===== src/rtl/trig_stat_pkg.sv =====
package trig_stat_pkg;
  // word offsets after the per-input pairs
  typedef enum int {
    G_TRIG_LVL  = 0,
    G_TRIG_EDG  = 1,
    G_ACCEPT    = 2,
    G_IDLE      = 3,
    G_DEAD      = 4,
    G_LAST_DEAD = 5,
    G_TSTAMP    = 6,
    G_MASK      = 7,
    G_NUM       = 8
  } glob_e;

  function automatic int stat_words(input int n);
    return 2 * n + G_NUM;
  endfunction
endpackage


===== src/rtl/edge_det.sv =====
module edge_det #(
  parameter int W = 1
) (
  input  logic         clk_i,
  input  logic         rst_ni,
  input  logic [W-1:0] sig_i,
  output logic [W-1:0] rise_o
);
  logic [W-1:0] prev_q;
  logic         armed_q;

  always_ff @(posedge clk_i or negedge rst_ni) begin
    if (!rst_ni) begin
      prev_q  <= '0;
      armed_q <= 1'b0;
    end else begin
      prev_q  <= sig_i;
      armed_q <= 1'b1;
    end
  end

  // first cycle out of reset never reports an edge
  assign rise_o = {W{armed_q}} & sig_i & ~prev_q;
endmodule


===== src/rtl/stat_ctr.sv =====
module stat_ctr #(
  parameter int CW = 32
) (
  input  logic          clk_i,
  input  logic          rst_ni,
  input  logic          inc_i,
  output logic [CW-1:0] q_o,
  output logic [CW-1:0] d_o
);
  logic [CW-1:0] cnt_q;

  assign d_o = cnt_q + {{(CW-1){1'b0}}, inc_i};
  assign q_o = cnt_q;

  always_ff @(posedge clk_i or negedge rst_ni) begin
    if (!rst_ni) cnt_q <= '0;
    else         cnt_q <= d_o;
  end
endmodule


===== src/rtl/dead_meter.sv =====
module dead_meter #(
  parameter int CW = 32
) (
  input  logic          clk_i,
  input  logic          rst_ni,
  input  logic          accept_i,
  input  logic          busy_i,
  output logic [CW-1:0] last_o,
  output logic          active_o
);
  localparam logic [CW-1:0] ONE = CW'(1);

  logic [CW-1:0] meas_q, last_q;
  logic          active_q;

  always_ff @(posedge clk_i or negedge rst_ni) begin
    if (!rst_ni) begin
      meas_q   <= '0;
      last_q   <= '1;
      active_q <= 1'b0;
    end else begin
      if (active_q && !busy_i) last_q <= meas_q;
      if (accept_i) begin
        active_q <= 1'b1;
        meas_q   <= '0;
      end else if (active_q) begin
        if (busy_i) meas_q   <= meas_q + ONE;
        else        active_q <= 1'b0;
      end
    end
  end

  assign last_o   = last_q;
  assign active_o = active_q;
endmodule


===== src/rtl/trig_stat_bank.sv =====
module trig_stat_bank
  import trig_stat_pkg::*;
#(
  parameter int NUM_IN = 16,
  parameter int CW = 32,
  localparam int NW = stat_words(NUM_IN),
  localparam int IDXW = $clog2(NW)
) (
  input  logic              clk_i,
  input  logic              rst_ni,
  input  logic [NUM_IN-1:0] in_i,
  input  logic              trig_i,
  input  logic              accept_i,
  input  logic              busy_i,
  input  logic              rd_en_i,
  input  logic [IDXW-1:0]   rd_idx_i,
  output logic [CW-1:0]     rd_data_o,
  output logic              rd_valid_o
);
  localparam int BASE = 2 * NUM_IN;
  localparam logic [CW-1:0] ONE = CW'(1);

  logic [NUM_IN:0]              rise;
  logic [NUM_IN-1:0][CW-1:0]    lvl_q, lvl_d, edg_q, edg_d;
  logic [CW-1:0] tlvl_q, tlvl_d, tedg_q, tedg_d, acc_q, acc_d;
  logic [CW-1:0] idle_q, idle_d, dead_q, dead_d;
  logic [CW-1:0] ts_q, last_q;
  logic          meas_active;
  logic [NW-1:0][CW-1:0] live_w, snap_q;
  logic [CW-1:0] snap_ts_w, snap_mask_w;
  logic [CW-1:0] rd_data_q;
  logic          rd_valid_q;

  edge_det #(.W(NUM_IN + 1)) u_edge (
    .clk_i  (clk_i),
    .rst_ni (rst_ni),
    .sig_i  ({trig_i, in_i}),
    .rise_o (rise)
  );

  for (genvar i = 0; i < NUM_IN; i++) begin : g_in
    stat_ctr #(.CW(CW)) u_lvl (
      .clk_i (clk_i), .rst_ni (rst_ni), .inc_i (in_i[i]),
      .q_o (lvl_q[i]), .d_o (lvl_d[i])
    );
    stat_ctr #(.CW(CW)) u_edg (
      .clk_i (clk_i), .rst_ni (rst_ni), .inc_i (rise[i]),
      .q_o (edg_q[i]), .d_o (edg_d[i])
    );
  end

  stat_ctr #(.CW(CW)) u_tlvl (
    .clk_i (clk_i), .rst_ni (rst_ni), .inc_i (trig_i),
    .q_o (tlvl_q), .d_o (tlvl_d)
  );
  stat_ctr #(.CW(CW)) u_tedg (
    .clk_i (clk_i), .rst_ni (rst_ni), .inc_i (rise[NUM_IN]),
    .q_o (tedg_q), .d_o (tedg_d)
  );
  stat_ctr #(.CW(CW)) u_acc (
    .clk_i (clk_i), .rst_ni (rst_ni), .inc_i (accept_i),
    .q_o (acc_q), .d_o (acc_d)
  );
  stat_ctr #(.CW(CW)) u_idle (
    .clk_i (clk_i), .rst_ni (rst_ni), .inc_i (~busy_i),
    .q_o (idle_q), .d_o (idle_d)
  );
  stat_ctr #(.CW(CW)) u_dead (
    .clk_i (clk_i), .rst_ni (rst_ni), .inc_i (busy_i),
    .q_o (dead_q), .d_o (dead_d)
  );

  dead_meter #(.CW(CW)) u_dm (
    .clk_i    (clk_i),
    .rst_ni   (rst_ni),
    .accept_i (accept_i),
    .busy_i   (busy_i),
    .last_o   (last_q),
    .active_o (meas_active)
  );

  always_ff @(posedge clk_i or negedge rst_ni) begin
    if (!rst_ni) ts_q <= '0;
    else         ts_q <= ts_q + ONE;
  end

  // snapshot source: counters include the current cycle
  always_comb begin
    live_w = '0;
    for (int i = 0; i < NUM_IN; i++) begin
      live_w[2*i]   = lvl_d[i];
      live_w[2*i+1] = edg_d[i];
    end
    live_w[BASE+G_TRIG_LVL]          = tlvl_d;
    live_w[BASE+G_TRIG_EDG]          = tedg_d;
    live_w[BASE+G_ACCEPT]            = acc_d;
    live_w[BASE+G_IDLE]              = idle_d;
    live_w[BASE+G_DEAD]              = dead_d;
    live_w[BASE+G_LAST_DEAD]         = last_q;
    live_w[BASE+G_TSTAMP]            = ts_q;
    live_w[BASE+G_MASK][NUM_IN-1:0]  = in_i;
  end

  always_ff @(posedge clk_i or negedge rst_ni) begin
    if (!rst_ni) begin
      snap_q                   <= '0;
      snap_q[BASE+G_LAST_DEAD] <= '1;
    end else if (accept_i) begin
      snap_q <= live_w;
    end
  end

  assign snap_ts_w   = snap_q[BASE+G_TSTAMP];
  assign snap_mask_w = snap_q[BASE+G_MASK];

  always_ff @(posedge clk_i or negedge rst_ni) begin
    if (!rst_ni) begin
      rd_data_q  <= '0;
      rd_valid_q <= 1'b0;
    end else begin
      rd_valid_q <= rd_en_i;
      if (rd_en_i) rd_data_q <= (int'(rd_idx_i) < NW) ? snap_q[rd_idx_i] : '0;
    end
  end

  assign rd_data_o  = rd_data_q;
  assign rd_valid_o = rd_valid_q;
endmodule


===== config.mk =====
export PLATFORM = sky130hd
export DESIGN_NAME = trig_stat_bank
export DESIGN_NICKNAME = d
export VERILOG_FILES = /design/src/rtl/trig_stat_pkg.sv /design/src/rtl/edge_det.sv /design/src/rtl/stat_ctr.sv /design/src/rtl/dead_meter.sv /design/src/rtl/trig_stat_bank.sv
export SDC_FILE = /design/constraint.sdc
export NUM_CORES = 2
export LEC_CHECK = 0
export BUFFER_PORTS_ARGS = -buffer_cell sky130_fd_sc_hd__clkbuf_2
export CORE_ASPECT_RATIO = 1.4
export CORE_MARGIN = 5
export CORE_UTILIZATION = 35
export CTS_BUF_LIST = sky130_fd_sc_hd__clkbuf_4
export DETAILED_ROUTE_END_ITERATION = 12
export GPL_TIMING_DRIVEN = 0
export HOLD_SLACK_MARGIN = 0.15
export PLACE_DENSITY = 0.6
export REMOVE_ABC_BUFFERS = 1
export SLEW_MARGIN = 10
export SYNTH_ARGS = -nofsm -noshare
export SYNTH_HDL_FRONTEND = slang
export SYNTH_SLANG_ARGS = --single-unit
export TNS_END_PERCENT = 1

===== constraint.sdc =====
create_clock -name clk_i -period 3 [get_ports clk_i]
set_input_delay 0.6 -clock clk_i [delete_from_list [all_inputs] [get_ports clk_i]]
set_output_delay 0.6 -clock clk_i [all_outputs]
set_load 0.02 [all_outputs]

# Yosys cells after proc, flatten, opt, wreduce, memory -nomap -nowiden
# Index checks and enable logic that the tools add are counted.
[totals] ff_bits=2596 input_bits=28
[classes] muxes=9 reduce_logical=5 bitwise=4 n_lt_le_gt_ge=2 add_sub_neg=39
[ops] op="$add 32x1->32" count=37
[ops] op="$bmux 32 s6" count=1
[ops] op="$mux 32" count=5
[ops] op="$add 32x1->32 const B" count=2
[ops] op="$and 17x17->17" count=2
[ops] op="$not 17->17" count=1
[ops] op="$lt 6x7->1 const B" count=1
[ops] op="$lt 6x6->1 const B" count=1
[ops] op="$reduce_bool 2->1" count=2
[ops] op="$mux 1" count=3
[ops] op="$reduce_and 2->1" count=1
[ops] op="$logic_and 1x1->1" count=1
[ops] op="$logic_not 1->1" count=1
[ops] op="$not 1->1" count=1

# Longest topological paths before layout
[depth] depth_word=4 mapped_depth=11 depth_no_buf=9

# Cells and area by module
# From an unflattened synthesis, not the netlist that was laid out.
[unflattened] hier_cells=8882 area_unflattened_um2=118287.2
[modules_own_cells] module="trig_stat_bank" seq_area_each_um2=33296.9 instances=1 area_per_inst_um2=59091.7 cells_per_inst=3731
[modules_own_cells] module="stat_ctr at g_in[0].u_edg ..." seq_area_each_um2=800.8 instances=36 area_per_inst_um2=1502.7 cells_per_inst=131
[modules_own_cells] module="dead_meter" seq_area_each_um2=1666.6 instances=1 area_per_inst_um2=2994.1 cells_per_inst=267
[modules_own_cells] module="stat_ctr at g_in[7].u_lvl" seq_area_each_um2=800.8 instances=1 area_per_inst_um2=1481.4 cells_per_inst=131
[modules_own_cells] module="edge_det" seq_area_each_um2=450.4 instances=1 area_per_inst_um2=623.1 cells_per_inst=37

# Worst setup path after synthesis
# OpenSTA, ideal clock, no wires.
[synth_timing] path_type="flip-flop to flip-flop" start="reg u_edge.armed_q" end="reg snap_q[510] (netlist bit)" required_ps=2875 arrival_ps=2744 setup_ps=125 stages_incl_launch_ff=12 slack_ps=132 path_cell_list="dfrtp_1 > clkbuf_1 > clkbuf_1 > nand2_1 > nor2_1 > ha_1 > ha_1 > nand4_1 > nor4_1 > nand4_1 > xnor2_1 > mux2_2"
[synth_rtl] item="start, declared" line="edge_det.sv:10" text="logic armed_q;"
[synth_rtl] item="start signal, assigned" line="edge_det.sv:15" text="armed_q <= 1'b0;"
[synth_rtl] item="start signal, assigned" line="edge_det.sv:18" text="armed_q <= 1'b1;"
[synth_rtl] item="end signal, assigned" line="trig_stat_bank.sv:109" text="snap_q <= live_w;"
[synth_rtl] item="end, declared" line="trig_stat_bank.sv:29" text="logic [NW-1:0][CW-1:0] live_w, snap_q;"

==> flow_summary.yaml <==
status:
  outcome: "complete, but fails checks"
  violations: "negative hold slack, negative setup slack"
pwr:
  p_int_w: 0.0560
  switching_power_w: 0.0216
  p_seq_share_pct: 51.9
  swShare_pct: 27.8
  pwr-share-comb_pct: 10.9
  powerDensity_mw_per_mm2: 595
  report.power.total_w: 0.0777
  p_leak_nw: 59.8
  p_clk_share_pct: 37.2
  irDropWorstVdd_mv: 0.432
clocking:
  clock_path_buffers: 4
  cts_tree: "yes"
  clkSinkCount: 2596
  cts_htree_levels: 6
  cts_buffers: 607
  cts-root-buf: "clkbuf_4"
  clock_latency_ns: 1.29
  ctsHoldBuffers: 63
  cts.clk_slew.worst_paths_ns: 0.08
drt:
  post-route-drc-count: 0
  dr_total_vias: 75600
  drt-met1-wl_um: 121000
  wl_met2_um: 168000
  top_layer: "met5"
  wl_met3_um: 12000
  ant_nets: 0
  drt_wl_total_um: 323000
  wl_per_cell_um: 22.4
  dr.pass1.iters: 6
  routed_via_density: 5.24
  drtIter0Drc: 4801
job:
  cap_viol_max_count: 0
sta:
  fin_setup_tns_ns: -0.475
  period_minus_slack_ns: 3.12
  fin_ws_ns: -0.116
  post-route-period-util_pct: 104
  worstMarginPinSlew_ns: 1.28
  maxSlewViolCount: 0
  hold_viol: 1
  holdWs_ns: -0.000784
  finClkSkew_ns: 0.0684
  setup_viol: 8
  rsz0062_at_grt: "true"
  fmax_mhz: 321
  max_slew_margin_pct: 14.1
die:
  die_w_um: 495
  die_height_um: 689
  initial_utilization_pct: 35.1
  num_io_pins: 61
  die_area_mm2: 0.341
  rows: 249
  core-area_mm2: 0.328
setup_path:
  crit_arrival_ns: 4.26
  crit_chain: "buf_12 > nand2_1 > nor2_2 > ha_2 > and3_1 > nand4_1 > nor4b_1 > xor2_1 > mux2_2"
  crit_path_start_kind: "flip-flop"
  cpMaxStageDelayCell: "nand4_1"
  worstPathRequired_ns: 4.15
  cp_slowest_stage_delay_ns: 0.64
  endpoint_kind: "flip-flop"
  path_max_fanout: 6
  path_class: "reg -> reg"
grt:
  grt_max_degree: 111
  antenna_found_initial: 16
  globalRouteOverflowTotal: 0
  grt_usage_pct: 18.7
  grt_pass1_vias: 80700
  grt_pass1_wl_um: 491000
placement:
  hpwl_um: 229000
  gp_congestion: 0.855
  place_inst: 13300
  io_buffers: 60
synthesis:
  synthFlopType: "dfrtp_1"
  yosysSeqAreaShare_pct: 56.4
  syn-cell-area_mm2: 0.115
  ys_async_sr_fraction_pct: 100
  netlist-cell-type-count: 70
  synth-seq-cells: 2596
  synth_edf_count: 0
  syn_inst: 9137
  avgSynthCellArea_um2: 12.6
  yosysWarnings: 0
final_layout:
  nets: 9679
  fin_cells: 14400
  areaGrowthSynthToFinish_pct: 13.2
  fillCellCount: 31300
  final_cell_mix: "2530 x dfrtp_1, 1082 x mux2_2, 902 x nor2_1"
  drive_above_1_share_pct: 26.6
  final_common_cell: "dfrtp_1"
worst_hold_path:
  hold_path.class: "in -> async"
==> metrics by stage <==
step	util (%)	setup slack, ns	area, µm²
2_1_floorplan	-	0.191	114000
3_3_place_gp	36.4	-62.43	120000
3_5_place_dp	37.0	-1.91	121000
4_1_cts	39.7	-0.173	130000
5_1_grt	39.8	-0.179	131000
6_report	39.8	-0.116	131000
==> synthesized netlist by cell type, types with 17 or more instances <==
master,instances,area share (%)
dfrtp_1,2532,55
mux2_2,1083,11
nor2_1,908,3.0
xnor2_1,732,5.6
nand3_1,469,2.0
xor2_1,410,3.1
nand2_1,407,1.3
nand4_1,405,2.2
clkbuf_1,298,0.97
mux4_2,274,5.3
and3_1,168,0.91
nor4_1,157,0.85
nor3_1,154,0.67
and4_1,146,1.1
inv_1,109,0.35
mux2i_1,99,0.86
ha_1,89,0.97
and2_1,69,0.37
dfstp_2,64,1.5
o21ai_0,58,0.25
buf_2,42,0.18
a31oi_1,39,0.21
or3_1,37,0.20
a21oi_1,35,0.15
a22oi_1,33,0.21
buf_1,33,0.11
o22ai_1,29,0.16
a221oi_1,17,0.13
a31o_2,17,0.13
buf_4,17,0.11
==> power by group through the flow <==
stage	logic [W]	clock network (W)	registers, W
after floorplan	0.00462	0	0.0402
after global placement	0.00905	0	0.0410
after detailed placement	0.00836	0	0.0409
after CTS	0.00859	0.0298	0.0403
after global routing	0.00928	0.0315	0.0406
final	0.00847	0.0289	0.0403
==> registers in the layout, indices dropped and copies added (netlist names) <==
name,cells
rd_data_o,32
u_edge.prev_q,17
u_tedg.q_o,32
g_in.u_edg.q_o,512
u_edge.armed_q,1
snap_q,1216
g_in.u_lvl.q_o,512
u_dead.q_o,32
u_dm.active_o,1
ts_q,32
snap_mask_w,16
u_tlvl.q_o,32
snap_ts_w,32
u_idle.q_o,32
u_acc.q_o,32
rd_valid_o,1
u_dm.meas_q,32
u_dm.last_o,32
==> routing by layer <==
layer,up-vias,global-route usage (%)
met4,6,11.6
met1,39000,20.8
li1,33900,-
met5,-,0
met2,1842,33.7
met3,750,2.63
==> critical path: cells and delay by family (launching register included) <==
kind / cells / cell delay [ns]
buffers and inverters: 1 / 0.16
adders and majority gates: 1 / 0.20
DFF: 1 / 0.45
muxes: 1 / 0.29
xor gates and xnor gates: 1 / 0.18
and+or+nand+nor: 5 / 1.68
==> cell type report <==
type	instances	area [µm²]	share of cell area [%]
diodes	9	22.5	0.0172
inverters	112	429	0.329
multi-input cells	6036	48900	37.4
repair buffers	209	3050	2.34
flip-flops and latches	2596	65000	49.8
clock inverters	190	1150	0.884
clock buffers	868	6520	4.99
well taps	4392	5500	4.21
==> final timing paths <==
path / slack (ns) / startpoint / to / depth (start not counted)
setup / recovery: -0.12 / u_edge.armed_q / snap_q[635] / 9
hold / removal: -0.0008 / rst_ni / u_tedg.q_o[28] / 8
setup reg to reg: -0.12 / u_edge.armed_q / snap_q[635] / 9
hold reg to reg: 0.46 / g_in[12].u_lvl.q_o[31] / g_in[12].u_lvl.q_o[31] / 1
max in group asynchronous: 0.25 / rst_ni / g_in[0].u_lvl.q_o[28] / 13
min in group clk_i: 0.18 / accept_i / snap_q[1119] / 4
==> cell families after synthesis <==
| group | Yosys count | share of synthesized area [%] |
|---|---|---|
| buffers and inverters | 505 | 1.76 |
| AO/OA/AOI/OAI | 309 | 1.86 |
| XOR/XNOR | 1142 | 8.67 |
| AND/OR/NAND/NOR | 3039 | 13.6 |
| other | 1 | 0.00325 |
| multiplexers | 1456 | 16.8 |
| adder cells (fa/ha/maj) | 89 | 0.965 |
| flip-flops | 2596 | 56.4 |
==> what timing repair did <==
| action | CTS | global route |
|---|---|---|
| resized for setup | 41 | 47 |
| endpoints found under the hold margin | 744 | 208 |
| gates cloned | 0 | 3 |
| pin swaps | 4 | 12 |
| setup endpoints to repair | 270 | 537 |
| setup buffers | 6 | 1 |
No activity file was read; power rests on OpenSTA's default activity.
